File: config.mk
export PLATFORM = sky130hd
export DESIGN_NAME = jksr_shift_reg
export DESIGN_NICKNAME = d
export VERILOG_FILES = /design/src/rtl/jksr_pkg.sv /design/src/rtl/jksr_head.sv /design/src/rtl/jksr_stage.sv /design/src/rtl/jksr_shift_reg.sv
export SDC_FILE = /design/constraint.sdc
export NUM_CORES = 1
export LEC_CHECK = 0
export BUFFER_PORTS_ARGS = -buffer_cell sky130_fd_sc_hd__buf_2
export CORE_AREA = 2 2 39 41
export CTS_CLUSTER_DIAMETER = 60
export DETAILED_ROUTE_END_ITERATION = 12
export DIE_AREA = 0 0 41 43
export GPL_TIMING_DRIVEN = 0
export PLACE_DENSITY = 0.45
export SLEW_MARGIN = 40
export SYNTH_ARGS = -nofsm -noshare
export SYNTH_HDL_FRONTEND = slang
export SYNTH_SLANG_ARGS = --single-unit
File: constraint.sdc
create_clock -name clk -period 1.77 [get_ports clk]
set_input_delay 0.177 -clock clk [delete_from_list [all_inputs] [get_ports clk]]
set_output_delay 0.177 -clock clk [all_outputs]
set_load 0.03 [all_outputs]
File: src/rtl/jksr_pkg.sv
package jksr_pkg;

    typedef enum logic {
        MODE_LOAD  = 1'b0,
        MODE_SHIFT = 1'b1
    } mode_e;

    typedef enum logic [1:0] {
        HEAD_CLEAR  = 2'b00,
        HEAD_HOLD   = 2'b01,
        HEAD_TOGGLE = 2'b10,
        HEAD_SET    = 2'b11
    } head_act_e;

    // J and active-low K map directly onto the action code {j, k_n}.
    function automatic head_act_e decode_head(input logic j, input logic k_n);
        return head_act_e'({j, k_n});
    endfunction

    function automatic logic head_next(input head_act_e act, input logic cur);
        logic nxt;
        unique case (act)
            HEAD_CLEAR:  nxt = 1'b0;
            HEAD_HOLD:   nxt = cur;
            HEAD_TOGGLE: nxt = ~cur;
            HEAD_SET:    nxt = 1'b1;
            default:     nxt = cur;
        endcase
        return nxt;
    endfunction

endpackage

File: src/rtl/jksr_head.sv
module jksr_head
    import jksr_pkg::*;
(
    input  logic j,
    input  logic k_n,
    input  logic cur,
    output logic nxt
);
    head_act_e act;

    always_comb begin
        act = decode_head(j, k_n);
        nxt = head_next(act, cur);
    end
endmodule

File: src/rtl/jksr_stage.sv
module jksr_stage
    import jksr_pkg::*;
(
    input  logic  clk,
    input  logic  clr_n,
    input  mode_e mode,
    input  logic  par_bit,
    input  logic  shift_bit,
    output logic  q
);
    always_ff @(posedge clk or negedge clr_n) begin
        if (!clr_n) begin
            q <= 1'b0;
        end else if (mode == MODE_LOAD) begin
            q <= par_bit;
        end else begin
            q <= shift_bit;
        end
    end
endmodule

File: src/rtl/jksr_shift_reg.sv
module jksr_shift_reg
    import jksr_pkg::*;
#(
    parameter int STAGES = 4
) (
    input  logic              clk,
    input  logic              clr_n,
    input  logic              shift_ld,
    input  logic              j,
    input  logic              k_n,
    input  logic [STAGES-1:0] par_d,
    output logic [STAGES-1:0] q,
    output logic              q_last_n
);
    localparam int LAST = STAGES - 1;

    mode_e             mode;
    logic              head_d;
    logic [STAGES-1:0] shift_in;

    assign mode = mode_e'(shift_ld);

    jksr_head u_head (
        .j   (j),
        .k_n (k_n),
        .cur (q[0]),
        .nxt (head_d)
    );

    for (genvar i = 0; i < STAGES; i++) begin : g_stage
        if (i == 0) begin : g_first
            assign shift_in[i] = head_d;
        end else begin : g_rest
            assign shift_in[i] = q[i-1];
        end

        jksr_stage u_stage (
            .clk       (clk),
            .clr_n     (clr_n),
            .mode      (mode),
            .par_bit   (par_d[i]),
            .shift_bit (shift_in[i]),
            .q         (q[i])
        );
    end

    assign q_last_n = ~q[LAST];
endmodule

; After elaboration in Yosys (flattened, before gate mapping)
; Cells that the tools add are included.
[totals]
regBits = 4
in_bits = 9
out_inout_bits = 5
elab_cells = 16
[classes]
eq_ne = 4
mux = 5
bitwise_logic = 2
n_reduce_logical = 1
[op_table]
columns = operator, n
row1 = 2-bit equality test (second input constant), 2
row2 = 1-bit 2-to-1 mux, 4
row3 = 1-bit one-hot mux with 3 select lines, 1
row4 = 2-bit by 1-bit equality test with 1-bit output (second input constant), 1
row5 = 2-bit zero test, 1
row6 = 2-bit inequality test (second input constant), 1
row7 = 1-bit NOT, 2

; Logic depth before layout (Yosys ltp)
[depth]
word_depth = 3
mapped_depth = 2
depth_no_buf = 2

; Cells and area by module
; A second synthesis with hierarchy kept.
[unflattened]
cells_unflattened = 10
area_unflattened_um2 = 178.9
[modules_own_cells]
columns = mod, instances, cells_each, area_each_um2, seq_area_each_um2
row1 = jksr_stage, 4, 2, 40.0, 25.0
row2 = jksr_head, 1, 1, 15.0, 0.0
row3 = jksr_shift_reg, 1, 1, 3.8, 0.0

; Worst setup path before layout
; Ideal clock, no wire load.
[synth_timing]
path_kind = register -> register
start = register g_stage[0].u_stage.q
end = register g_stage[1].u_stage.q
setup_ns = 0.125
t_arrival_ns = 0.627
required_time_ns = 1.645
setup_slack_ns = 1.019
stages_incl_launch_ff = 2
path_buffers = 0
synth_period_minus_slack_ns = 0.751
cell_sequence = dfrtp_1 -> mux2_2
[synth_via]
elab_chain_cells = 1
[synth_rtl]
columns = element, line
row1 = "start, declared", jksr_stage.sv:9  ; output logic q
row2 = "start signal, assigned", jksr_stage.sv:15  ; q <= par_bit;
row3 = "start signal, assigned", jksr_stage.sv:17  ; q <= shift_bit;
row4 = 1-bit 2-to-1 mux, jksr_stage.sv:14  ; end else if (mode == MODE_LOAD) begin
row5 = "end signal, assigned", jksr_stage.sv:15
row6 = "end signal, assigned", jksr_stage.sv:17
row7 = "end, declared", jksr_stage.sv:9
; No other way between the ends.
; A chain may end at the register's enable or synchronous reset.

; Worst setup path after layout
[layout_timing]
start = register g_stage[0].u_stage.q
end = output q[0]
[layout_rtl]
columns = element, line
row1 = "end, declared", jksr_shift_reg.sv:12  ; output logic [STAGES-1:0] q,
; No word-level cell between the ends.

==> results.py <==
metrics = {
    "status": {
        "status": "finished, final reports clean",
    },
    "power": {
        "ir_drop_mv": 0.221,
        "total_leakage_power_uw": 0.000161,
        "p_per_area_nw_per_um2": 942,
    },
    "final_layout": {
        "largest_reg_flops": 4,
        "final_cell_mix": "13 x buf_2, 4 x buf_4, 4 x dfrtp_1",
        "regMostFlops": "g_stage.u_stage.q",
        "largestRegisters": "g_stage.u_stage.q: 4 flops",
        "layout.cells.most_common": "buf_2",
        "syn2layout_area_growth_pct": 63.1,
        "final_nets": 43,
        "ff_latch_area_um2": 100,
        "drive_above_1_share_pct": 71.9,
        "diodes": 0,
        "multi_input_comb_area_um2": 52.6,
        "nFillCells": 146,
        "fin_area_um2": 304,
    },
    "floorplan": {
        "rows": 14,
        "chipHeight_um": 43,
        "core_um2": 1380,
        "die_w_um": 41,
        "io_pins": 14,
        "initial_core_util_pct": 13.5,
        "dieArea_um2": 1760,
    },
    "drt": {
        "drcViolationCount": 0,
        "drtPass1Iterations": 2,
        "post_drt_via_cell_ratio": 3.23,
        "vias": 155,
        "wl_per_cell_um": 6.94,
        "first_iter_violations": 2,
        "ant_nets": 0,
        "routed_wl_um": 333,
    },
    "timing": {
        "finalCritPeriodShare_pct": 61.7,
        "relSlewSlack_pct": 92.4,
        "tightest_slew_ns": 0.110,
        "rsz0062_at_grt": "no",
        "hold_viol_final": 0,
        "setup_viol": 0,
        "setup_tns_ns": 0,
        "whs_ns": 0.184,
        "max_freq_ghz": 0.916,
        "slew_violations": 0,
        "post-route-min-period_ns": 1.09,
        "fin_skew_ns": 0.000314,
    },
    "logic_synthesis": {
        "synth_area_per_cell_um2": 12.4,
        "synth_top_cell_by_area": "dfrtp_1",
        "yosys_warnings": 0,
        "synth.area.top_cells": "dfrtp_1 54%, mux2_2 18%, buf_4 16%, mux2i_1 5.4%, a21oi_1 2.7%",
        "synthCells": 15,
        "synth_cell_type_count": 7,
        "syn-cell-area_um2": 186,
        "synth_nets": 24,
        "synth_seq_area_share_pct": 53.7,
        "yosys.area.top_type_share_pct": 53.7,
        "synth-seq-cells": 4,
    },
    "clocking": {
        "clockRootBuffer": "clkbuf_4",
        "cts_tree": "yes",
        "cts_buffers": 3,
        "clk_pin_slew_ns": 0.04,
        "cts-resized-gates": 0,
        "clk_latency_ns": 0.23,
        "clk_path_buf_depth": 2,
        "clkSinkCount": 4,
        "cts-htree-levels": 1,
    },
    "place": {
        "placed_area_um2": 272,
        "io_buffers": 13,
        "place.gp.congestion": 0.611,
    },
    "worst_setup_path": {
        "path_max_fanout": 3,
        "critPathRequiredTime_ns": 1.59,
        "crit_path_start_kind": "register",
        "crit_arrival_ns": 0.91,
        "worstSetupPathType": "register to output port",
        "end_kind": "output port",
    },
    "global_route": {
        "grt_use_total_pct": 5.03,
        "grt_pass1_vias": 149,
        "grt_pass1_wl_um": 503,
        "grt_max_degree": 6,
        "grt_overflow_total": 0,
        "antenna_found_initial": 0,
    },
    "hold_path": {
        "hold_class": "primary input to register",
    },
    "job": {
        "drv_cap": 0,
    },
}
[per-stage QoR]
step / util [%] / std cells / total power [uW] / worst slack, ns
5_1_grt: 22.0 / 48 / 309 / 0.624
3_3_place_gp: 19.6 / 44 / 178 / 0.912
2_1_floorplan: - / 15 / 155 / 1.02
6_report: 22.0 / 48 / 287 / 0.679
3_5_place_dp: 19.6 / 44 / 178 / 0.917
4_1_cts: 22.0 / 48 / 296 / 0.664
[cell families after synthesis]
family / Yosys count / share of synthesized area, %
muxes: 4 / 23.5
AOI/OAI and AO/OA: 1 / 2.68
DFF: 4 / 53.7
buffers and inverters: 5 / 18.1
and+or+nand+nor: 1 / 2.01
[path summary, 6_finish.rpt]
path	from	end	slack, ns	cells past startpoint
max	g_stage[0].u_stage.q	q[0]	0.68	2
min	par_d[1]	g_stage[1].u_stage.q	0.18	2
max reg2reg	g_stage[0].u_stage.q	g_stage[1].u_stage.q	1.00	1
min reg2reg	g_stage[1].u_stage.q	g_stage[2].u_stage.q	0.50	1
max in group asynchronous	clr_n	g_stage[3].u_stage.q	1.38	2
min in group asynchronous	clr_n	g_stage[0].u_stage.q	0.28	2
[cell type report]
cell class / instances / share of cell area [%]
buffer: 4 / 9.88
clock buffer: 3 / 7.41
inverter: 1 / 1.23
multi-input combinational: 6 / 17.3
sequential: 4 / 32.9
tap: 16 / 6.58
timing repair buffer: 14 / 24.7
[per-layer routing]
metal	global-route usage, %	up-vias	share of wire (%)
met5	0	-	0
met4	6.00	0	0
met3	4.71	0	14
met2	6.25	8	46
met1	3.88	67	39
li1	-	80	-
[worst max-delay path, stage by stage, from the launching register on]
cell     delay [ns]
dfrtp_1        0.39
buf_4          0.13
buf_2          0.16
[synth_stat cells (all sizes together)]
| cell | instances |
|---|---|
| a21oi | 1 |
| inv | 1 |
| mux2i | 1 |
| nor2 | 1 |
| dfrtp | 4 |
| buf | 4 |
| mux2 | 3 |
[timing repair]
item / in CTS / in global routing
endpoints found under the setup margin: 0 / 0
hold buffers: 1 / 0
setup buffers: 0 / 0
endpoints found under the hold margin: 4 / 0
[power by group]
| group | internal, uW | switching [uW] |
|---|---|---|
| logic | 34.1 | 37.2 |
| clock network | 75.6 | 33.9 |
| registers | 101 | 4.79 |
Note: power is estimated with default switching activity, not from simulation.
